<file path="config.mk">
export PLATFORM = sky130hd
export DESIGN_NAME = fwh_write_target
export DESIGN_NICKNAME = d
export VERILOG_FILES = /design/src/rtl/fwh_pkg.sv /design/src/rtl/fwh_ctrl.sv /design/src/rtl/fwh_dpath.sv /design/src/rtl/fwh_write_target.sv
export SDC_FILE = /design/constraint.sdc
export NUM_CORES = 1
export LEC_CHECK = 0
export ABC_AREA = 1
export CORE_MARGIN = 4
export CORE_UTILIZATION = 40
export CTS_BUF_LIST = sky130_fd_sc_hd__clkbuf_8 sky130_fd_sc_hd__clkbuf_16
export CTS_CLUSTER_SIZE = 14
export DETAILED_ROUTE_END_ITERATION = 6
export GPL_TIMING_DRIVEN = 0
export HOLD_SLACK_MARGIN = 0.1
export PLACE_DENSITY_LB_ADDON = 0.1
export SYNTH_ARGS = -nofsm -noshare
export SYNTH_HDL_FRONTEND = slang
export SYNTH_HIERARCHICAL = 1
export SYNTH_SLANG_ARGS = --single-unit
</file>
<file path="constraint.sdc">
create_clock -name clk -period 1.9 [get_ports clk]
set_input_delay 0.38 -clock clk [delete_from_list [all_inputs] [get_ports clk]]
set_output_delay 0.38 -clock clk [all_outputs]
set_load 0.005 [all_outputs]
</file>
<file path="src/rtl/fwh_pkg.sv">
package fwh_pkg;

  typedef enum logic [3:0] {
    ST_IDLE,
    ST_START,
    ST_ADDR,
    ST_SIZE,
    ST_DLO,
    ST_DHI,
    ST_HTAR,
    ST_TTAR,
    ST_SYNC,
    ST_TONES,
    ST_FLOAT
  } fwhState_t;

  // strobes from the sequencer to the datapath
  typedef struct packed {
    logic shiftAddr;
    logic loadLo;
    logic loadHi;
    logic driveSync;
    logic driveOnes;
  } fwhCtl_t;

endpackage

</file>
<file path="src/rtl/fwh_ctrl.sv">
module fwh_ctrl
  import fwh_pkg::*;
#(
  parameter int NIB_W      = 4,
  parameter int ADDR_NIBS  = 7,
  parameter logic [NIB_W-1:0] START_CODE = 4'hE,
  parameter logic [NIB_W-1:0] SIZE_ONE   = 4'h0
) (
  input  logic             clk,
  input  logic             rstN,
  input  logic             frameN,
  input  logic [NIB_W-1:0] busIn,
  input  logic [NIB_W-1:0] devId,
  output fwhCtl_t          ctl,
  output logic             wrStrobe
);

  localparam int CNT_W = (ADDR_NIBS > 1) ? $clog2(ADDR_NIBS) : 1;
  localparam logic [CNT_W-1:0] CNT_LAST = CNT_W'(ADDR_NIBS - 1);

  fwhState_t state, nxt;
  logic [CNT_W-1:0] nibCnt;
  logic abortNow;

  assign abortNow = !frameN && (state != ST_IDLE) && (state != ST_START);

  always_comb begin
    nxt = state;
    unique case (state)
      ST_IDLE:  if (!frameN && busIn == START_CODE) nxt = ST_START;
      ST_START: begin
        if (!frameN)             nxt = (busIn == START_CODE) ? ST_START : ST_IDLE;
        else if (busIn == devId) nxt = ST_ADDR;
        else                     nxt = ST_IDLE;
      end
      ST_ADDR:  if (nibCnt == CNT_LAST) nxt = ST_SIZE;
      ST_SIZE:  nxt = (busIn == SIZE_ONE) ? ST_DLO : ST_IDLE;
      ST_DLO:   nxt = ST_DHI;
      ST_DHI:   nxt = ST_HTAR;
      ST_HTAR:  nxt = ST_TTAR;
      ST_TTAR:  nxt = ST_SYNC;
      ST_SYNC:  nxt = ST_TONES;
      ST_TONES: nxt = ST_FLOAT;
      ST_FLOAT: nxt = ST_IDLE;
      default:  nxt = ST_IDLE;
    endcase
    if (abortNow) nxt = (busIn == START_CODE) ? ST_START : ST_IDLE;
  end

  always_ff @(posedge clk) begin
    if (!rstN) begin
      state  <= ST_IDLE;
      nibCnt <= '0;
    end else begin
      state <= nxt;
      if (state == ST_ADDR && frameN) nibCnt <= nibCnt + 1'b1;
      else                            nibCnt <= '0;
    end
  end

  always_comb begin
    ctl.shiftAddr = (state == ST_ADDR) && frameN;
    ctl.loadLo    = (state == ST_DLO)  && frameN;
    ctl.loadHi    = (state == ST_DHI)  && frameN;
    ctl.driveSync = (state == ST_SYNC);
    ctl.driveOnes = (state == ST_TONES);
  end

  assign wrStrobe = (state == ST_SYNC);

endmodule

</file>
<file path="src/rtl/fwh_dpath.sv">
module fwh_dpath
  import fwh_pkg::*;
#(
  parameter int NIB_W     = 4,
  parameter int ADDR_NIBS = 7
) (
  input  logic                       clk,
  input  logic                       rstN,
  input  logic [NIB_W-1:0]           busIn,
  input  fwhCtl_t                    ctl,
  output logic [NIB_W-1:0]           busOut,
  output logic                       busOe,
  output logic [NIB_W*ADDR_NIBS-1:0] wrAddr,
  output logic [2*NIB_W-1:0]         wrData
);

  localparam int ADDR_W = NIB_W * ADDR_NIBS;

  logic [ADDR_W-1:0]  addrReg;
  logic [2*NIB_W-1:0] dataReg;

  always_ff @(posedge clk) begin
    if (!rstN) begin
      addrReg <= '0;
      dataReg <= '0;
    end else begin
      if (ctl.shiftAddr) addrReg <= {addrReg[ADDR_W-NIB_W-1:0], busIn};
      if (ctl.loadLo)    dataReg[NIB_W-1:0]       <= busIn;
      if (ctl.loadHi)    dataReg[2*NIB_W-1:NIB_W] <= busIn;
    end
  end

  assign busOe  = ctl.driveSync | ctl.driveOnes;
  assign busOut = ctl.driveOnes ? '1 : '0;
  assign wrAddr = addrReg;
  assign wrData = dataReg;

endmodule

</file>
<file path="src/rtl/fwh_write_target.sv">
module fwh_write_target
  import fwh_pkg::*;
#(
  parameter int NIB_W     = 4,
  parameter int ADDR_NIBS = 7
) (
  input  logic                       clk,
  input  logic                       rstN,
  input  logic                       frameN,
  input  logic [NIB_W-1:0]           busIn,
  input  logic [NIB_W-1:0]           devId,
  output logic [NIB_W-1:0]           busOut,
  output logic                       busOe,
  output logic                       wrStrobe,
  output logic [NIB_W*ADDR_NIBS-1:0] wrAddr,
  output logic [2*NIB_W-1:0]         wrData
);

  fwhCtl_t ctl;

  fwh_ctrl #(.NIB_W(NIB_W), .ADDR_NIBS(ADDR_NIBS)) ctrl_i (
    .clk(clk), .rstN(rstN), .frameN(frameN), .busIn(busIn), .devId(devId),
    .ctl(ctl), .wrStrobe(wrStrobe)
  );

  fwh_dpath #(.NIB_W(NIB_W), .ADDR_NIBS(ADDR_NIBS)) dpath_i (
    .clk(clk), .rstN(rstN), .busIn(busIn), .ctl(ctl),
    .busOut(busOut), .busOe(busOe), .wrAddr(wrAddr), .wrData(wrData)
  );

endmodule

</file>
== Yosys cells after proc, flatten, opt, wreduce, memory -nomap -nowiden ==
Index checks and enable logic that the tools add are counted.
Operators by class
  reduce and logical (&&, ||, !) cells: 12
  multiplexer cells: 9
  eq/ne operators: 15
  bitwise operators: 1
  add/subtract/negate cells: 1
Operators with widths (number)
  $pmux 4 s10: 1
  $mux 4: 5
  $eq 4x3->1 const B: 4
  $eq 4x4->1 const B: 3
  $eq 4x2->1 const B: 2
  $logic_not 4->1: 2
  $logic_and 1x1->1: 6
  $ne 3x1->1 const B: 2
  $eq 4x1->1 const B: 1
  $eq 4x4->1: 1
  $ne 4x1->1 const B: 1
  $reduce_and 2->1: 2
  $reduce_bool 4->1: 1
  $add 3x1->3 const B: 1
  $eq 3x3->1 const B: 1
  $mux 3: 1
  $mux 2: 1
  $logic_not 1->1: 1
  $mux 1: 1
  $or 1x1->1: 1
Word-level totals
  input bits: 11
  output and inout port bits: 42
  word-level logic and storage cells: 43
  bits in registers: 43

== Logic depth before layout (Yosys ltp) ==
Gate-level depths: netlist (run 1).
  depth after elaboration: 5
  mapped depth: 8
  mapped depth without buffers: 8

== Cells and area by module ==
Netlist (run 1), hierarchy kept.
By module, submodules not included
  fwh_dpath: area an instance 1503.9 um^2, instances 1, seq. area each 720.7 um^2, cells an instance 225
  fwh_ctrl: area an instance 518.0 um^2, instances 1, seq. area each 140.1 um^2, cells an instance 88

== Worst setup path after synthesis (run 1) ==
No wires, ideal clock.
  path type: register to register
  start point: reg ctrl_i.state[1]
  end point: reg dpath_i.addrReg[3], in the netlist dpath_i/wrAddr[3]
  arrival time: 1.183 ns
  library setup time: 0.113 ns
  path slack: 0.604 ns
  clock period less this slack: 1.296 ns
  path buffers: 2
  required time: 1.787 ns
  stages on the path, launching flop included: 8
  cells stage by stage: dfxtp_1 > inv_1 > nor4_4 > buf_6 > buf_6 > nand2_1 > nand2_1 > nor2_1
RTL lines
  start: declaration: line fwh_ctrl.sv:21  | fwhState_t state, nxt;
  start signal: assignment: line fwh_ctrl.sv:55  | state <= nxt;
  end signal: assignment: line fwh_dpath.sv:27  | if (ctl.shiftAddr) addrReg <= {addrReg[ADDR_W-NIB_W-1:0], busIn};
  end: declaration: line fwh_dpath.sv:19  | logic [ADDR_W-1:0] addrReg;

==> summary.txt, run 1 <==
Run status
  • Status: finished clean

Critical path
  • Reg2Reg Launch Point: ctrl_i/state[1]
  • CP Launch Type: flip-flop
  • Crit-path cells: nor2_4, nand2_2, nor2_2, buf_4, or2_1, dlygate4sd2_1
  • Slowest-stage cell, CP: dfxtp_2
  • Reg-to-reg slack, setup: 0.38 ns
  • Reg2reg end: dpath_i/wrAddr[4]
  • Slowest stage delay, CP: 0.38 ns
  • Critical Path AT: 1.42 ns
  • Worst EP required: 1.52 ns
  • CP endpoint kind: output pin
  • CP Max Fanout: 4
  • R2R depth: 8
  • Crit path kind: reg2out

Placement
  • GP Congestion: 0.7898
  • Number of port buffers: 52
  • Dpl hpwl: 3234 um
  • Dpl cell area: 2626 um2

Finish
  • Commonest non-fill, non-tap cell in the layout: nand2_1
  • Fin area: 2789 um2
  • Synth-to-Final Area Change: 37.93%
  • Post-layout util: 0.5790
  • Nets: 390
  • Layout cells sized above 1: 0.1114
  • Ant. Diodes: 0
  • Most frequent cells in the layout: nand2_1 (99), nor2_1 (84), clkdlybuf4s50_1 (46)

Yosys
  • Post-synth EDFFs: 0
  • Sequential fraction of the synthesis area: 0.4257
  • Synth Net Count: 326
  • Synth async-reset ratio: 0
  • Post-synthesis cell count: 313
  • Mapped cell area: 2022 um2
  • Primary FF master, synth: dfxtp_1
  • Yosys warnings: 6
  • Synth Register Bits: 43
  • Syn avg cell area: 6.460 um2
  • Cell variety after synth: 20

Global route
  • First-pass GRT wire length: 7638 um
  • Total gr overflow: 0
  • Tot GR Track Use: 0.1500
  • Initial antenna violation count: 0
  • Largest net degree at the start of global routing: 13
  • Vias in the first global route: 1797

STA
  • Final setup viols: 0
  • Final TNS setup: 0 ns
  • Final hold vios: 0
  • Clk_skew: 0.01010 ns
  • Final min period: 1.804 ns
  • RSZ-0062 raised after global routing: no
  • Max-slew violations: 0
  • Slew headroom: 0.7993
  • Peak Freq: 0.5542 GHz
  • Worst-margin pin slew: 0.2987 ns
  • Fin crit share: 0.9496

Detailed routing
  • Post-Route WL: 4371 um
  • Via density: 4.315
  • DR WL met2: 1915 um
  • Post-route antenna net violation count: 0
  • Avg WL per Cell: 9.845 um
  • DR DRC count: 0
  • Vias: 1916
  • TritonRoute pass-1 iters: 4
  • Iteration-0 DRC count of the detailed router: 89
  • Top Layer Used: met4
  • Wire length on met1: 2161 um
  • Met3 WL: 215 um

CTS
  • Clock Latency Late Sink: 0.29 ns
  • Hold Buf Count CTS: 0
  • CTS H-tree lvls: 2
  • Cts bufs inserted: 5
  • Clock Sinks: 43
  • CTS tree: built
  • Clk buf depth: 2
  • Clk root buf: clkbuf_8
  • Clock slew at reported path FFs: 0.07 ns

Power and ir drop
  • Static leakage: 0.001219 uW
  • Worst IR Drop VDD: 0.5114 mV
  • Pwr per Cell Area: 594.5 nW/um2

Worst hold path
  • HP Class: reg2reg
  • Worst Hold Launch: ctrl_i/nibCnt[0]
  • Hold Path End: ctrl_i/nibCnt[0]
  • Hold Crit Depth: 1

Floorplan
  • Die Y: 79.10 um
  • Row cnt: 25
  • Die ar.: 6256 um2
  • Initial Utilization: 0.4197
  • Die width: 79.10 um
  • Number of top-level pins: 53
  • Core box area: 4817 um2

Job
  • Max cap viols: 0
[worst max-delay path by stage]
stage | from | to | cells past startpoint
detailed placement | ctrl_i/state[0] | busOut[3] | 4
finish | ctrl_i/state[2] | busOe | 6
floorplan | ctrl_i/state[1] | dpath_i/wrAddr[3] | 7
CTS | ctrl_i/state[2] | busOe | 6
global placement | ctrl_i/state[0] | busOut[2] | 4
global route | ctrl_i/state[2] | busOe | 6
[state kept, by name, summed over array words and instances, names as in the netlist]
register	count
ctrl_i/nibCnt	3
ctrl_i/state	4
dpath_i/wrAddr	28
dpath_i/wrData	8
[metal layers]
metal / GRT usage / up-vias
met5: 0 / -
met1: 0.1934 / 833
met4: 0.06357 / 0
met2: 0.2399 / 40
met3: 0.03515 / 7
li1: - / 1036
[power by group]
group	internal (uW)	switching [uW]	leakage [uW]
clock	380	286	0.0000554
combinational	42.4	50.2	0.000815
sequential	899	0.773	0.000348
[timing repair]
| action | 4_1_cts | 5_1_grt |
|---|---|---|
| cloned | 0 | 0 |
| pin swaps | 2 | 0 |
| gates resized for setup | 15 | 2 |
| setup buffers | 5 | 0 |
| setup endpoints to repair | 6 | 2 |
[cells in the mapped netlist, drive strengths merged, types with 2 or more instances]
master / instances / area share
nor3: 2 / 0.0050
o21ai: 3 / 0.0074
dfxtp: 43 / 0.43
nand3: 4 / 0.0099
nor4: 2 / 0.014
inv: 45 / 0.084
ha: 2 / 0.012
buf: 17 / 0.069
nand4: 3 / 0.0093
nand2: 101 / 0.19
nor2: 88 / 0.16
[kinds of logic (layout without fill, tap and decap cells)]
logic type,count (synthesis),count (layout),synth area share
AOI/OAI and AO/OA,4,4,0.01114
xor gates and xnor gates,1,1,0.004332
adders and majority gates,2,2,0.01237
buffers and inverters,62,126,0.1522
DFF,43,43,0.4257
and+or+nand+nor,201,201,0.3942
[critical path, delay by kind of cell (launching register included)]
| family | cells | cell delay (ns) |
|---|---|---|
| simple gates | 4 | 0.39 |
| buf+inv | 2 | 0.38 |
| flops | 1 | 0.38 |
[cell type report]
type / instances / area [um2]
timing repair buffer: 57 / 551.8
tap: 67 / 83.83
clock inverter: 2 / 33.78
inverter: 45 / 168.9
fill: 515 / 2028
multi-input combinational: 208 / 873.3
buffer: 17 / 138.9
sequential: 43 / 869.6
clock buffer: 5 / 68.82
[per-stage QoR]
stage               setup slack (ns)  hold WS, ns  power, uW  cells
floorplan                     0.6044       0.4173      976.5    313
global placement            -0.02759       0.4313       1014    432
detailed placement          -0.03114       0.4427       1015    432
CTS                          0.03165       0.4523       1682    444
global route                 0.04026       0.4765       1737    444
finish                       0.09568       0.4497       1658    444
No activity file was read; power rests on OpenSTA's default activity.
==> run 2, diff against run 1 <==
--- a/config.mk
+++ b/config.mk
@@ -13,7 +13,7 @@
 export DETAILED_ROUTE_END_ITERATION = 6
 export GPL_TIMING_DRIVEN = 0
 export HOLD_SLACK_MARGIN = 0.1
-export PLACE_DENSITY_LB_ADDON = 0.1
+export PLACE_DENSITY = 0.7
 export SYNTH_ARGS = -nofsm -noshare
 export SYNTH_HDL_FRONTEND = slang
 export SYNTH_HIERARCHICAL = 1
==> summary.txt, run 2 (same netlist as run 1, synthesis figures left out) <==
Detailed routing
  • Post-route antenna net violation count: 0 (unchanged)
  • Via density: 4.373 (was 4.315)
  • Vias: 1933 (was 1916)
  • DR WL met2: 2101 um (was 1915 um)
  • Avg WL per Cell: 10.03 um (was 9.845 um)
  • Post-Route WL: 4435 um (was 4371 um)
  • Top Layer Used: met4 (unchanged)
  • Wire length on met1: 2029 um (was 2161 um)
  • Met3 WL: 216 um (was 215 um)
  • DR DRC count: 0 (unchanged)
  • TritonRoute pass-1 iters: 4 (unchanged)
  • Iteration-0 DRC count of the detailed router: 79 (was 89)

STA
  • Final min period: 1.823 ns (was 1.804 ns)
  • Clk_skew: 0.009589 ns (was 0.01010 ns)
  • Final setup viols: 0 (unchanged)
  • Max-slew violations: 0 (unchanged)
  • Slew headroom: 0.7832 (was 0.7993)
  • Fin crit share: 0.9592 (was 0.9496)
  • RSZ-0062 raised after global routing: no (unchanged)
  • Peak Freq: 0.5487 GHz (was 0.5542 GHz)
  • Worst-margin pin slew: 0.3228 ns (was 0.2987 ns)
  • Setup slack after layout: 0.07747 ns (was 0.09568 ns)
  • Final hold vios: 0 (unchanged)

CTS
  • Clock Sinks: 43 (unchanged)
  • CTS H-tree lvls: 2 (unchanged)
  • Clock Latency Late Sink: 0.30 ns (was 0.29 ns)
  • Cts bufs inserted: 5 (unchanged)
  • Clk root buf: clkbuf_8 (unchanged)
  • CTS tree: built (unchanged)
  • Clock slew at reported path FFs: 0.07 ns (about the same)
  • Clk buf depth: 2 (unchanged)

Finish
  • Layout cells sized above 1: 0.1093 (was 0.1114)
  • Nets: 387 (was 390)
  • Ant. Diodes: 0 (unchanged)
  • Synth-to-Final Area Change: 36.32% (was 37.93%)
  • Max reg flops: 28 (unchanged)
  • Most frequent cells in the layout: nand2_1 (99), nor2_1 (84), clkdlybuf4s50_1 (47) (was nand2_1 (99), nor2_1 (84), clkdlybuf4s50_1 (46))
  • Final Non-Filler Cells: 442 (was 444)
  • Commonest non-fill, non-tap cell in the layout: nand2_1 (unchanged)
  • Fillers: 504 (was 515)

Critical path
  • CP endpoint kind: output pin (unchanged)
  • Reg-to-reg slack, setup: 0.37 ns (was 0.38 ns)
  • Slowest stage delay, CP: 0.50 ns (was 0.38 ns)
  • Crit path buf inv count: 1 (was 2)
  • Crit-path cells: nor2_4, nand2_4, nor2_4, clkdlybuf4s50_1 (was nor2_4, nand2_2, nor2_2, buf_4, or2_1, dlygate4sd2_1)
  • Worst EP required: 1.52 ns (about the same)
  • Reg2reg end: dpath_i/wrAddr[9] (was dpath_i/wrAddr[4])
  • CP Launch Type: flip-flop (unchanged)
  • Reg2Reg Launch Point: ctrl_i/state[1] (unchanged)
  • R2R depth: 8 (unchanged)
  • Crit path kind: reg2out (unchanged)
  • Slowest-stage cell, CP: clkdlybuf4s50_1 (was dfxtp_2)
  • Critical Path AT: 1.44 ns (was 1.42 ns)
  • CP Max Fanout: 4 (unchanged)
  • CP dominant cell by count: nor2_4
  • Top Family by Delay on Critical Path: buffers and inverters (was simple AND/OR/NAND/NOR gates)

Worst hold path
  • Worst Hold Launch: ctrl_i/nibCnt[0] (unchanged)
  • HP Class: reg2reg (unchanged)
  • Hold Crit Depth: 1 (unchanged)
  • Hold Path End: ctrl_i/nibCnt[0] (unchanged)

Power and ir drop
  • Overall Power: 1550 uW (was 1658 uW)
  • Static leakage: 0.001179 uW (was 0.001219 uW)
  • Pwr per Cell Area: 562.4 nW/um2 (was 594.5 nW/um2)
  • Worst IR Drop VDD: 0.4160 mV (was 0.5114 mV)

Global route
  • Tot GR Track Use: 0.1536 (was 0.1500)
  • First-pass GRT wire length: 7686 um (was 7638 um)
  • Total gr overflow: 0 (unchanged)
  • Initial antenna violation count: 0 (unchanged)
  • Vias in the first global route: 1824 (was 1797)
  • Largest net degree at the start of global routing: 14 (was 13)

Floorplan
  • Die ar.: 6256 um2 (unchanged)
  • Die width: 79.10 um (unchanged)
  • Die Y: 79.10 um (unchanged)
  • Initial Utilization: 0.4197 (unchanged)
  • Number of top-level pins: 53 (unchanged)
  • Row cnt: 25 (unchanged)
  • Core box area: 4817 um2 (unchanged)

Job
  • Max cap viols: 0 (unchanged)

Placement
  • Number of port buffers: 52 (unchanged)
  • # placed instances: 432 (unchanged)
  • GP Congestion: 0.7453 (was 0.7898)
  • Dpl hpwl: 3312 um (was 3234 um)
  • Placement-stage worst setup slack: -0.02621 ns (was -0.03114 ns)

Run status
  • Status: finished clean (unchanged)
==> run 2: changes by cell type in the layout (fill, tap and decap cells not counted), sizes merged <==
cell           delta
dlymetal6s2s      -1
buf               -3
clkdlybuf4s50     +1
bufinv            -1
clkinv            +1
clkinvlp          +1
==> run 2: where the power goes <==
group | total, uW | internal [uW] | leakage (uW) | switching (uW)
Clock | 559 | 252 | 0.0000453 | 307
Sequential | 901 | 899 | 0.000348 | 1.98
Combinational | 90.7 | 41.7 | 0.000785 | 48.9
==> run 2: worst register-to-register path, delay by kind of cell (launching register included) <==
family,cells,cell delay [ns]
buf+inv,4,0.57
simple gates,4,0.52
flops,1,0.36
==> run 2: how the worst max path moves through the flow <==
stage	start	endpoint	slack, ns	cells after the start
6_report	ctrl_i/state[2]	wrStrobe	0.08	4
5_1_grt	ctrl_i/state[1]	wrStrobe	0.01	4
4_1_cts	ctrl_i/state[1]	wrStrobe	0.03	4
3_5_place_dp	ctrl_i/state[0]	busOut[3]	-0.03	4
3_3_place_gp	frameN	dpath_i/wrAddr[3]	0.006	8
2_1_floorplan	ctrl_i/state[1]	dpath_i/wrAddr[3]	0.60	7
==> run 2: per-stage QoR <==
stage	setup TNS (ns)	utilization	hold WS [ns]	instance area, um2
6_report	0	0.5722	0.4549	2756
2_1_floorplan	0	-	0.4173	2022
5_1_grt	0	0.5722	0.4880	2756
3_3_place_gp	0	0.5452	0.4318	2626
3_5_place_dp	-0.2117	0.5452	0.4408	2626
4_1_cts	0	0.5683	0.4519	2738
==> run 2: area by class of cell <==
type | count | area, um2 | share of cell area
Timing Repair Buffer | 54 | 526.8 | 0.1911
Buffer | 17 | 138.9 | 0.05039
Inverter | 45 | 168.9 | 0.06128
Multi-Input combinational cell | 208 | 883.3 | 0.3205
Clock inverter | 3 | 16.27 | 0.005901
Sequential cell | 43 | 869.6 | 0.3155
Clock buffer | 5 | 68.82 | 0.02497
Tap cell | 67 | 83.83 | 0.03041
==> run 2: repair_timing <==
item | 4_1_cts | 5_1_grt
endpoints found under the setup margin | 6 | 2
pin swaps | 2 | 0
hold buffers | 0 | 0
resized for setup | 13 | 6
buffers inserted | 2 | 0
==> run 2: per-layer routing <==
metal  vias up  global-route usage
li1       1037                   -
met1       853              0.1805
met2        34              0.2618
met3         9             0.04422
met4         0             0.06186
met5         -                   0
